File: src/rtl/chg_pkg.sv
package chg_pkg;
  localparam int unsigned CH_N     = 8;
  localparam int unsigned PAR_N    = 4;
  localparam int unsigned TICK_W   = 16;
  localparam int unsigned PHASE_W  = 4;

  // Direct input seen through the polarity select: 1 means "asks for on".
  function automatic logic par_active(input logic pol, input logic raw);
    return pol ? raw : ~raw;
  endfunction

  // Terminal count of the tick divider; a zero period behaves as one.
  function automatic logic [TICK_W-1:0] tick_last(input logic [TICK_W-1:0] per);
    return (per == '0) ? '0 : per - 1'b1;
  endfunction
endpackage

File: src/rtl/chg_sync.sv
module chg_sync #(
  parameter int unsigned W       = 1,
  parameter int unsigned STAGES  = 2,
  parameter logic [W-1:0] RST_VAL = '0
) (
  input  logic         clk,
  input  logic         rst_n,
  input  logic [W-1:0] d,
  output logic [W-1:0] q
);
  logic [W-1:0] stage_q [STAGES];

  generate
    for (genvar s = 0; s < STAGES; s++) begin : g_stage
      if (s == 0) begin : g_first
        always_ff @(posedge clk or negedge rst_n) begin
          if (!rst_n) stage_q[s] <= RST_VAL;
          else        stage_q[s] <= d;
        end
      end else begin : g_rest
        always_ff @(posedge clk or negedge rst_n) begin
          if (!rst_n) stage_q[s] <= RST_VAL;
          else        stage_q[s] <= stage_q[s-1];
        end
      end
    end
  endgenerate

  assign q = stage_q[STAGES-1];
endmodule

File: src/rtl/chg_tick.sv
module chg_tick
  import chg_pkg::*;
(
  input  logic              clk,
  input  logic              rst_n,
  input  logic [TICK_W-1:0] period,
  output logic              tick
);
  logic [TICK_W-1:0] cnt_q;
  logic [TICK_W-1:0] last_c;

  assign last_c = tick_last(period);
  assign tick   = (cnt_q >= last_c);

  always_ff @(posedge clk or negedge rst_n) begin
    if (!rst_n)    cnt_q <= '0;
    else if (tick) cnt_q <= '0;
    else           cnt_q <= cnt_q + 1'b1;
  end

  // after a tick the divider restarts from zero
  tick_restart_chk: assert property (@(posedge clk) disable iff (!rst_n)
    tick |=> (cnt_q == '0));
endmodule

File: src/rtl/chg_therm.sv
module chg_therm
  import chg_pkg::*;
(
  input  logic clk,
  input  logic rst_n,
  input  logic ot_flag,
  input  logic tick,
  output logic allow,
  output logic in_mode
);
  localparam logic [PHASE_W-1:0] START_PH = PHASE_W'(1);

  logic               mode_q;
  logic [PHASE_W-1:0] phase_q;
  logic               past_ok_q;

  always_ff @(posedge clk or negedge rst_n) begin
    if (!rst_n) begin
      mode_q    <= 1'b0;
      phase_q   <= START_PH;
      past_ok_q <= 1'b0;
    end else begin
      mode_q    <= ot_flag;
      past_ok_q <= 1'b1;
      if (!ot_flag)  phase_q <= START_PH;
      else if (tick) phase_q <= phase_q + 1'b1;
    end
  end

  assign allow   = ~mode_q | (phase_q == '0);
  assign in_mode = mode_q;

  // the restart phase only moves on a slow tick
  phase_hold_chk: assert property (@(posedge clk) disable iff (!rst_n)
    (past_ok_q && $past(ot_flag) && !$past(tick)) |-> $stable(phase_q));

  // a channel entering restart mode starts in an off phase
  entry_off_chk: assert property (@(posedge clk) disable iff (!rst_n)
    $rose(mode_q) |-> !allow);
endmodule

File: src/rtl/chg_gate_top.sv
module chg_gate_top
  import chg_pkg::*;
(
  input  logic              clk,
  input  logic              rst_n,
  input  logic [CH_N-1:0]   cmd_bits,
  input  logic [PAR_N-1:0]  par_in,
  input  logic              pol_sel,
  input  logic              uv_force,
  input  logic [CH_N-1:0]   ot_flag,
  input  logic [TICK_W-1:0] tick_period,
  output logic [CH_N-1:0]   chan_en
);
  logic [PAR_N-1:0] par_s;
  logic             pol_s;
  logic             tick;
  logic [CH_N-1:0]  par_ok;
  logic [CH_N-1:0]  therm_ok;
  logic [CH_N-1:0]  therm_mode;
  logic [CH_N-1:0]  req_c;
  logic [CH_N-1:0]  en_d;
  logic [CH_N-1:0]  en_q;
  logic [1:0]       age_q;

  chg_sync #(.W(PAR_N), .STAGES(2), .RST_VAL('0)) i_par_sync (
    .clk(clk), .rst_n(rst_n), .d(par_in), .q(par_s));

  chg_sync #(.W(1), .STAGES(2), .RST_VAL(1'b1)) i_pol_sync (
    .clk(clk), .rst_n(rst_n), .d(pol_sel), .q(pol_s));

  chg_tick i_tick (
    .clk(clk), .rst_n(rst_n), .period(tick_period), .tick(tick));

  generate
    for (genvar i = 0; i < CH_N; i++) begin : g_ch
      if (i < PAR_N) begin : g_par
        assign par_ok[i] = par_active(pol_s, par_s[i]);
      end else begin : g_ser
        assign par_ok[i] = 1'b1;
      end
      chg_therm i_therm (
        .clk(clk), .rst_n(rst_n), .ot_flag(ot_flag[i]), .tick(tick),
        .allow(therm_ok[i]), .in_mode(therm_mode[i]));
    end
  endgenerate

  assign req_c = cmd_bits & par_ok;
  assign en_d  = uv_force ? '0 : (req_c & therm_ok);

  always_ff @(posedge clk or negedge rst_n) begin
    if (!rst_n) begin
      en_q  <= '0;
      age_q <= '0;
    end else begin
      en_q  <= en_d;
      if (age_q != 2'd3) age_q <= age_q + 1'b1;
    end
  end

  assign chan_en = en_q;

  // reset holds every enable low
  reset_off_chk: assert property (@(posedge clk) !rst_n |-> (chan_en == '0));

  // undervoltage at an edge blanks all channels after it
  uv_off_chk: assert property (@(posedge clk) disable iff (!rst_n)
    (age_q != 2'd0 && $past(uv_force)) |-> (chan_en == '0));


  cmd_zero_wins_chk: assert property (@(posedge clk) disable iff (!rst_n)
    (age_q != 2'd0) |-> ((chan_en & ~$past(cmd_bits)) == '0));


  serial_follow_chk: assert property (@(posedge clk) disable iff (!rst_n)
    (age_q != 2'd0 && !$past(uv_force) && ($past(therm_mode[CH_N-1:PAR_N]) == '0))
      |-> (chan_en[CH_N-1:PAR_N] == $past(cmd_bits[CH_N-1:PAR_N])));


  pol_sync_chk: assert property (@(posedge clk) disable iff (!rst_n)
    (age_q == 2'd3) |-> (pol_s == $past(pol_sel, 2)));
endmodule

File: config.mk
export PLATFORM = sky130hd
export DESIGN_NAME = chg_gate_top
export DESIGN_NICKNAME = d
export VERILOG_FILES = /design/src/rtl/chg_pkg.sv /design/src/rtl/chg_sync.sv /design/src/rtl/chg_tick.sv /design/src/rtl/chg_therm.sv /design/src/rtl/chg_gate_top.sv
export SDC_FILE = /design/constraint.sdc
export NUM_CORES = 1
export LEC_CHECK = 0
export ABC_AREA = 1
export BUFFER_PORTS_ARGS = -buffer_cell sky130_fd_sc_hd__buf_2
export CORE_MARGIN = 2
export CORE_UTILIZATION = 53
export CTS_CLUSTER_DIAMETER = 150
export DETAILED_ROUTE_END_ITERATION = 10
export GPL_TIMING_DRIVEN = 0
export HOLD_SLACK_MARGIN = 0.08
export PLACE_DENSITY_LB_ADDON = 0.3
export SYNTH_ARGS = -nofsm -noshare
export SYNTH_HDL_FRONTEND = slang
export SYNTH_SLANG_ARGS = --single-unit
File: constraint.sdc
create_clock -name clk -period 1.45 [get_ports clk]
set_input_delay 0.29 -clock clk [delete_from_list [all_inputs] [get_ports clk]]
set_output_delay 0.29 -clock clk [all_outputs]
set_load 0.03 [all_outputs]
* Word level (Yosys, flattened, before mapping)
Index checks and enable logic that the tools add are counted.
Widths: inputs -> output; s select.
** Storage, ports and cells
- Latch bits :: 0
- ROM bits :: 0
- Output and inout port bits :: 8
- Memory bits (writable) :: 0
- Register bits after elaboration :: 74
- Memories kept :: 0
** Cells by class
- Reductions and logical operators :: 9
- $add $sub $neg :: 10
- Order comparisons :: 1
- Mux-type cells :: 23
- Bitwise gates (word level) :: 22
- Equal/unequal tests :: 8
- Multipliers :: 0
- Divide/modulo/power cells :: 0
- Shift operators :: 0
** Operators with widths (number)
- $mux 4 :: 16
- $add 4x1->4 const B :: 8
- $logic_not 4->1 :: 8
- $mux 16 :: 2
- $add 16x1->16 const B :: 1
- $and 8x8->8 :: 2
- $ge 16x16->1 :: 1
- $logic_not 16->1 :: 1
- $ne 2x1->1 const B :: 8
- $sub 16x1->16 const B :: 1
- $not 1->1 :: 12
- $mux 8 :: 1
- $or 1x1->1 :: 8
- $mux 1 :: 4

* Logic depth before layout (Yosys ltp)
Gate-level depths: netlist (run 1).
- Word-level depth :: 5
- Gate-level depth with buffers :: 21
- Gate-level depth less buffers :: 20

* By module
Synthesis (run 1) repeated with hierarchy kept, for this count alone.
** Second synthesis, totals
- Cell total of the unflattened synthesis :: 535
- Area total of the unflattened synthesis :: 4468.0 um2
** By module, submodules not included
- chg_therm :: cells an instance 28, instances 8, sequential area each 126.4 um2, area an instance 261.5 um2
- chg_tick :: cells an instance 255, instances 1, sequential area each 400.4 um2, area an instance 1750.4 um2
- chg_gate_top :: cells an instance 42, instances 1, sequential area each 200.2 um2, area an instance 342.8 um2
- chg_sync at i_par_sync :: cells an instance 12, instances 1, sequential area each 200.2 um2, area an instance 230.2 um2
- chg_sync at i_pol_sync :: cells an instance 2, instances 1, sequential area each 52.6 um2, area an instance 52.6 um2

* Worst setup path before layout (run 1)
OpenSTA, ideal clock, no wires.
- Kind :: input port to flip-flop
- From :: input port tick_period[0]
- To :: register g_ch[0].i_therm.phase_q[3]
- Buffers on the path :: 1
- Setup slack :: -0.877 ns
- Arrival time :: 2.209 ns
- Stages on the path :: 19
- Cell sequence :: inv_1 ha_1 inv_1 nor2_4 nand2_1 xor2_1 or2_1 ha_1 nand2_1 inv_1 nand2_1 nand2_1 nor2_1 nand2_2 nand2_4 nand2_4 buf_4 nand3_1 nand2_1
** On the way
- Word-level cells in the longest chain between the ends :: 4
- Elaborated cells on any way between the ends :: 5
- Those cells by class :: 1 x add/sub; 1 x order compare; 1 x eq/ne; 1 x mux; 1 x reduce/logical
** RTL lines
- from (decl) :: RTL line chg_gate_top.sv:11 : input logic [TICK_W-1:0] tick_period,
- $sub 16x1->16 / $logic_not 16->1 (equally long branches) :: RTL line chg_pkg.sv:14 : return (per == '0) ? '0 : per - 1'b1;
- $mux 16 * :: RTL line chg_pkg.sv:14
- $ge 16x16->1 * :: RTL line chg_tick.sv:13 : assign tick = (cnt_q >= last_c);
- $ne 2x1->1 (no line) *
- to (signal assigned) :: RTL line chg_therm.sv:26 : else if (tick) phase_q <= phase_q + 1'b1;
- to (decl) :: RTL line chg_therm.sv:14 : logic [PHASE_W-1:0] phase_q;
Mark *: on every way between the ends. The rest lies on a longest branch, timed or not.
A chain may end at the register's enable or synchronous reset.

* Final worst setup path (run 1)
- From :: input port tick_period[1]
- To :: register g_ch[3].i_therm.phase_q[1]
** On the way
- Word-level cells in the longest chain between the ends :: 4
- Elaborated cells on any way between the ends :: 5
- Those cells by class :: 1 x add/sub; 1 x order compare; 1 x eq/ne; 1 x mux; 1 x reduce/logical
** RTL lines (RTL line)
- $sub 16x1->16 / $logic_not 16->1 (equally long branches) :: chg_pkg.sv:14
- $mux 16 * :: chg_pkg.sv:14
- $ge 16x16->1 * :: chg_tick.sv:13
- $ne 2x1->1 (no line) *
- to (signal assigned) :: chg_therm.sv:26
- to (decl) :: chg_therm.sv:14
Marks and branches as above.

==> results of run 1 <==
-- state kept, by name, indices dropped and copies added (netlist names) --
register and flops:
i_pol_sync.stage_q 1, chan_en 8, i_pol_sync.q 1, g_ch.i_therm.in_mode 8, i_par_sync.stage_q 4, i_par_sync.q 4
i_tick.cnt_q 16, g_ch.i_therm.phase_q 32
-- where the power goes --
part           leakage (nW)  switching (mW)  internal (mW)
clock                0.0914           0.713          0.793
combinational          1.92            1.05          0.805
sequential            0.944           0.326           2.35
-- cells by family (layout without fill, tap and decap cells) --
logic type / after synthesis / after routing / share of synthesized area
fa+ha+maj: 35 / 35 / 0.0989
flops: 74 / 74 / 0.421
buf+inv: 85 / 178 / 0.0777
compound gates: 25 / 25 / 0.0350
simple gates: 273 / 273 / 0.300
xor+xnor: 34 / 34 / 0.0673
-- final cells by class --
type,instances,share of cell area
plain buffers,19,0.0281
clock buffers,13,0.0240
clock inverters,3,0.00692
inverters,66,0.0482
multi-input cells,367,0.445
flip-flops and latches,74,0.322
well taps,105,0.0227
repair buffers,77,0.103
-- repair_timing --
action / CTS / global route
setup buffers: 2 / 11
resized for setup: 32 / 65
pin swaps: 5 / 27
endpoints found under the setup margin: 48 / 48
endpoints found under the hold margin: 28 / 0
hold buffers: 13 / 0
gates cloned: 1 / 2
-- worst max path at each step --
stage                   start                                endpoint  slack, ns  cells past startpoint
6_report       tick_period[1]  g_ch[3].i_therm.phase_q[1]$_DFFE_PN0P_      -0.83                     17
2_1_floorplan  tick_period[1]  g_ch[0].i_therm.phase_q[3]$_DFFE_PN0P_      -0.73                     19
3_5_place_dp   tick_period[1]  g_ch[7].i_therm.phase_q[2]$_DFFE_PN0P_      -1.21                     19
3_3_place_gp   tick_period[1]  g_ch[7].i_therm.phase_q[3]$_DFFE_PN0P_      -1.13                     19
5_1_grt        tick_period[3]  g_ch[2].i_therm.phase_q[1]$_DFFE_PN0P_      -1.01                     15
4_1_cts        tick_period[1]  g_ch[3].i_therm.phase_q[3]$_DFFE_PN0P_      -0.71                     20
-- layout by cell type, fill, tap and decap left out, types with 5 or more instances in the layout --
cell type,n
nor2_1,34
clkbuf_8,9
inv_1,55
a21oi_1,5
xnor2_1,7
buf_6,11
inv_2,6
nor2_4,8
nand4_1,40
nand2_2,7
buf_4,16
clkbuf_1,11
dfrtp_1,64
nand3_1,36
nand3_2,22
buf_2,42
xor2_1,27
ha_1,27
dfstp_2,10
nor2_2,9
dlygate4sd3_1,13
ha_4,7
nand2_1,97
-- layer usage --
metal | track usage | up-vias | share of wire | routed length [um]
met3 | 0.0514 | 23 | 0.049 | 518
met4 | 0.0571 | 0 | 0.019 | 204
met1 | 0.292 | 1893 | 0.43 | 4470
met2 | 0.398 | 107 | 0.50 | 5290
met5 | 0 | - | 0 | 0
li1 | - | 1912 | - | -
==> results.toml, run 1 <==
[synth]
synth_area_um2 = 4430
synth_seq_area_share = 0.421
synth_top_cell_by_area = "dfrtp_1"
synth_async_sr_flop_share = 1.00
ys_ff_latch = 74
synth_warnings = 0
ys_top_cells_by_area = "dfrtp_1 36%, ha_1 9.9%, nand2_1 8.8%"
syn_nets = 601
synth_top_cell_area_share = 0.362
synth-edff-count = 0
synth_most_common_cell = "nand2_1"
synthFlopType = "dfrtp_1"
synth_cell_types = 32
syn_avg_cell_area_um2 = 8.42
syn_inst = 526
synth_common_cells = "104 x nand2_1, 64 x dfrtp_1, 64 x inv_1, 56 x nand3_1, 44 x nor2_1"

[critical_path]
worstSetupEndpointType = "flop"
required_ns = 1.68
cp-start-kind = "input port"
path_buf_inv = 5
crit_top_cell = "nor2_4"
rrSetupSlack_ns = -0.42
critical_path_class = "in2reg"
crit_slowest_cell = "ha_1"
path_cells = "buf_12 > inv_16 > ha_4 > inv_4 > nor2_4 > buf_6 > nand3_2 > nor3_2 > a21oi_1 > ha_1 > nand4_1 > a21oi_2 > nor2_4 > nand2_8 > buf_8 > nand3_1 > nand2_1"
crit_family = "simple AND/OR/NAND/NOR gates"
rr_endpoint = "g_ch[3].i_therm.phase_q[1]$_DFFE_PN0P_"
cp_max_fo = 10
crit_arrival_ns = 2.52
slowest_delay_ns = 0.30
r2r_cells = 10
timing.rr.start = "i_tick.cnt_q[7]$_DFF_PN0_"

[floorplanning]
io_pins = 48
core.rowCount = 33
die_h_um = 95.4
die_x_um = 95.4
core-area_um2 = 8180
dieArea_um2 = 9100
initial_core_util = 0.542

[cts]
cts_tree = "yes"
htreeDepth = 3
root_buffer = "clkbuf_8"
cts_sinks = 74
clk_path_buf_depth = 2
clk_pin_slew_worst_paths_ns = 0.08
clk_latency_ns = 0.34
numCtsBuffers = 9

[placement]
dp_hpwl_mm = 6.73
post-place-cells = 679
place_congestion = 0.862
dpl_worst_slack_ns = -1.21
dpl_cell_area_um2 = 4920
numPortBuffers = 47

[final_layout]
area_growth_pct = 30.7
design_area_um2 = 5790
post-route-util = 0.708
drive_gt1_frac = 0.296
n_antenna_cell = 0
fillerInstances = 587
stdcell_count = 724
final-seq-area_um2 = 1860
multi_input_area_um2 = 2580
nets = 689

[routing]
drt_iter0_drc = 232
wl_per_cell_um = 14.5
drc_errors = 0
ant_nets = 0
via_count = 3935
drt_pass1_iterations = 5
vias_per_cell = 5.44
drt_wl_total_mm = 10.5

[timing]
setup_slack_ns = -0.834
skew_ns = 0.00906
finalSetupViolCount = 48
max_clock_freq_mhz = 438
rsz0062_at_grt = "yes"
whs_ns = 0.153
worst_pin_slew_ns = 0.471
finalHoldViolations = 0
drv_slew = 0
min_period_ns = 2.28
fin_crit_sh = 1.58
finalSetupTns_ns = -37.99
slew_headroom = 0.686

[status]
violations = "negative setup slack"
outcome = "finished with violations"

[global_route]
grt_max_degree = 59
grt_usage = 0.230
grt_pass1_wl_mm = 16.4
grt_pass1_vias = 3683
antenna_found_initial = 0
grt_overflow = 0

[power]
power_mw = 6.04
power_density_nw_per_um2 = 1040
peakVddDrop_uv = 664
p_leak_nw = 2.96

[hold_path]
min-delay-start = "ot_flag[6]"
hold_path.class = "in2reg"
hold-path-cell-count = 1
min_to = "g_ch[6].i_therm.in_mode$_DFF_PN0_"

[job]
cap_violations = 0
Note: power is estimated with default switching activity, not from simulation.
==> inputs of run 2 (changes only) <==
--- a/config.mk
+++ b/config.mk
@@ -8,7 +8,7 @@
 export ABC_AREA = 1
 export BUFFER_PORTS_ARGS = -buffer_cell sky130_fd_sc_hd__buf_2
 export CORE_MARGIN = 2
-export CORE_UTILIZATION = 53
+export CORE_UTILIZATION = 54
 export CTS_CLUSTER_DIAMETER = 150
 export DETAILED_ROUTE_END_ITERATION = 10
 export GPL_TIMING_DRIVEN = 0
@@ -16,4 +16,5 @@
 export PLACE_DENSITY_LB_ADDON = 0.3
 export SYNTH_ARGS = -nofsm -noshare
 export SYNTH_HDL_FRONTEND = slang
+export SYNTH_HIERARCHICAL = 1
 export SYNTH_SLANG_ARGS = --single-unit
==> results.toml, run 2 <==
[status]
outcome = "finished with violations"
violations = "negative setup slack"

[power]
p_leak_nw = 2.76
peakVddDrop_uv = 670
power_density_nw_per_um2 = 871

[critical_path]
path_buf_inv = 7
cp-startpoint = "tick_period[0]"
timing.rr.start = "i_tick/cnt_q[7]$_DFF_PN0_"
path_cells = "buf_6 > clkinvlp_4 > ha_4 > inv_4 > nor2_4 > inv_2 > nor2_4 > or2_4 > nand3_4 > ha_4 > nand2_2 > inv_2 > nand2_2 > nor2_1 > nor2_1 > nand2_1 > nand2_2 > nand2_8 > buf_12 > buf_16 > nand2_2 > o21ai_2 > a21oi_1"
crit_top_cell = "nand2_2"
cp_max_fo = 10
cp-start-kind = "input port"
slowest_delay_ns = 0.27
critical_path_class = "in2reg"
worstSetupEndpointType = "flop"
crit_family = "simple AND/OR/NAND/NOR gates"
required_ns = 1.68
crit_arrival_ns = 2.66
crit_slowest_cell = "ha_4"

[placement]
dpl_worst_slack_ns = -1.46
place_congestion = 0.882
numPortBuffers = 47
dp_hpwl_mm = 6.26

[routing]
vias_per_cell = 5.22
drt_wl_total_mm = 10.2
drt_pass1_iterations = 7
drt_iter0_drc = 176
ant_nets = 0
drc_errors = 0
via_count = 3813
wl_per_cell_um = 13.9

[floorplanning]
initial_core_util = 0.549
die_h_um = 95.0
dieArea_um2 = 9020
io_pins = 48
core.rowCount = 33
core-area_um2 = 8130
die_x_um = 95.0

[cts]
clk_latency_ns = 0.34
cts_tree = "yes"
clk_path_buf_depth = 2
root_buffer = "clkbuf_8"
cts_sinks = 74
clk_pin_slew_worst_paths_ns = 0.08
htreeDepth = 3
numCtsBuffers = 9

[timing]
min_period_ns = 2.43
slew_headroom = 0.760
finalSetupTns_ns = -41.80
finalSetupViolCount = 48
rsz0062_at_grt = "yes"
worst_pin_slew_ns = 0.360
max_clock_freq_mhz = 411
skew_ns = 0.00798
fin_crit_sh = 1.68
drv_slew = 0
setup_slack_ns = -0.983
finalHoldViolations = 0

[final_layout]
most-common-layout-cells = "104 x nand2_1, 64 x dfrtp_1, 48 x inv_1, 45 x buf_2, 36 x nand3_1"
nets = 695
final_common_cell = "nand2_1"
area_growth_pct = 29.9
reg.largest.list = "g_ch.i_therm/phase_q x32, i_tick/cnt_q x16"
n_antenna_cell = 0
multi_input_area_um2 = 2630
fillerInstances = 594
final-seq-area_um2 = 1860
regMostFlops = "g_ch.i_therm/phase_q"
largest_reg_flops = 32
drive_gt1_frac = 0.387

[global_route]
gr-usage-met2 = 0.417
grt_overflow = 0
met3_usage = 0.0551
antenna_found_initial = 0
grt_pass1_wl_mm = 16.6
grt_busiest_layer = "met2"
grt_max_degree = 74
grt_usage = 0.237
grt_pass1_vias = 3747
grtUsageMet1 = 0.287

[hold_path]
hold_path.class = "in2reg"
min-delay-start = "ot_flag[4]"

[synth]
synth_warnings = 6
syn_inst = 535
synth_most_common_cell = "nand2_1"
synth_top_cell_by_area = "dfrtp_1"
synthFlopType = "dfrtp_1"
synth-edff-count = 0
ys_ff_latch = 74
syn_avg_cell_area_um2 = 8.35
synth_seq_area_share = 0.417
synth_top_cell_area_share = 0.358
synth_cell_types = 28
synth_async_sr_flop_share = 1.00
ys_top_cells_by_area = "dfrtp_1 36%, nand2_1 10%, ha_1 9.8%"
synth_common_cells = "121 x nand2_1, 64 x dfrtp_1, 61 x inv_1, 43 x nor2_1, 36 x nand3_1"
synth_area_um2 = 4470
syn_nets = 610

[job]
cap_violations = 0
## run 2: power breakdown
part           switching [mW]  internal, mW  leakage (nW)
sequential              0.159          2.19         0.948
clock                   0.746          1.01         0.109
combinational           0.568         0.383          1.70
total                    1.47          3.58          2.76
## run 2: per-layer routing
metal	part of all wire	wire [um]	vias to the layer above
met5	0	0	-
met1	0.41	4190	1799
met3	0.047	483	24
met4	0.021	212	0
li1	-	-	1897
met2	0.52	5290	93
## run 2: final cells by class
cell class              instances  share of cell area
multi-input cells             383               0.453
flip-flops and latches         74               0.321
repair buffers                 74               0.102
inverters                      72              0.0520
clock buffers                  11              0.0244
well taps                     105              0.0226
clock inverters                 5              0.0134
plain buffers                   6              0.0112
## run 2: kinds of logic after synthesis
logic type | after synthesis | share of synthesized area
compound gates | 61 | 0.0770
xor+xnor | 8 | 0.0157
fa+ha+maj | 35 | 0.0980
buf+inv | 78 | 0.0714
flops | 74 | 0.417
simple gates | 279 | 0.321
## run 2: worst reg2reg max path: cells and delay by family (launching register included)
kind            cells  cell delay [ns]
simple gates        7             0.63
flops               1             0.53
compound gates      2             0.32
fa+ha+maj           1             0.26
buf+inv             2             0.24
## run 2: path summary, 6_finish.rpt
| kind | endpoint | slack, ns | depth (start not counted) |
|---|---|---|---|
| setup / recovery | g_ch[6].i_therm/phase_q[2]$_DFFE_PN0P_ | -0.98 | 23 |
| hold / removal | g_ch[4].i_therm/in_mode$_DFF_PN0_ | 0.14 | 1 |
| setup reg to reg | g_ch[2].i_therm/phase_q[3]$_DFFE_PN0P_ | -0.64 | 12 |
| hold reg to reg | i_par_sync/q[2]$_DFF_PN0_ | 0.35 | 0 |
| max in group asynchronous | g_ch[5].i_therm/phase_q[0]$_DFFE_PN1P_ | 0.61 | 3 |
| min in group asynchronous | i_par_sync/q[1]$_DFF_PN0_ | 0.27 | 2 |
## run 2: repair_timing
action                                  4_1_cts  5_1_grt
endpoints found under the setup margin       48       48
gates cloned                                  4        0
buffers inserted                              9        7
endpoints found under the hold margin        69        0
hold buffers                                  6        0
pin swaps                                    29       22
gates resized for setup                      57       33
## run 2: metrics by stage
step / utilization / total power, mW / instance area (um^2) / std cells / hold WS (ns)
6_report: 0.714 / 5.06 / 5800 / 730 / 0.136
5_1_grt: 0.714 / 5.33 / 5800 / 730 / 0.115
4_1_cts: 0.690 / 5.01 / 5610 / 723 / 0.117
3_5_place_dp: 0.609 / 3.20 / 4950 / 688 / 0.0898
3_3_place_gp: 0.605 / 3.15 / 4920 / 687 / 0.331
2_1_floorplan: - / 2.91 / 4560 / 535 / -0.00559
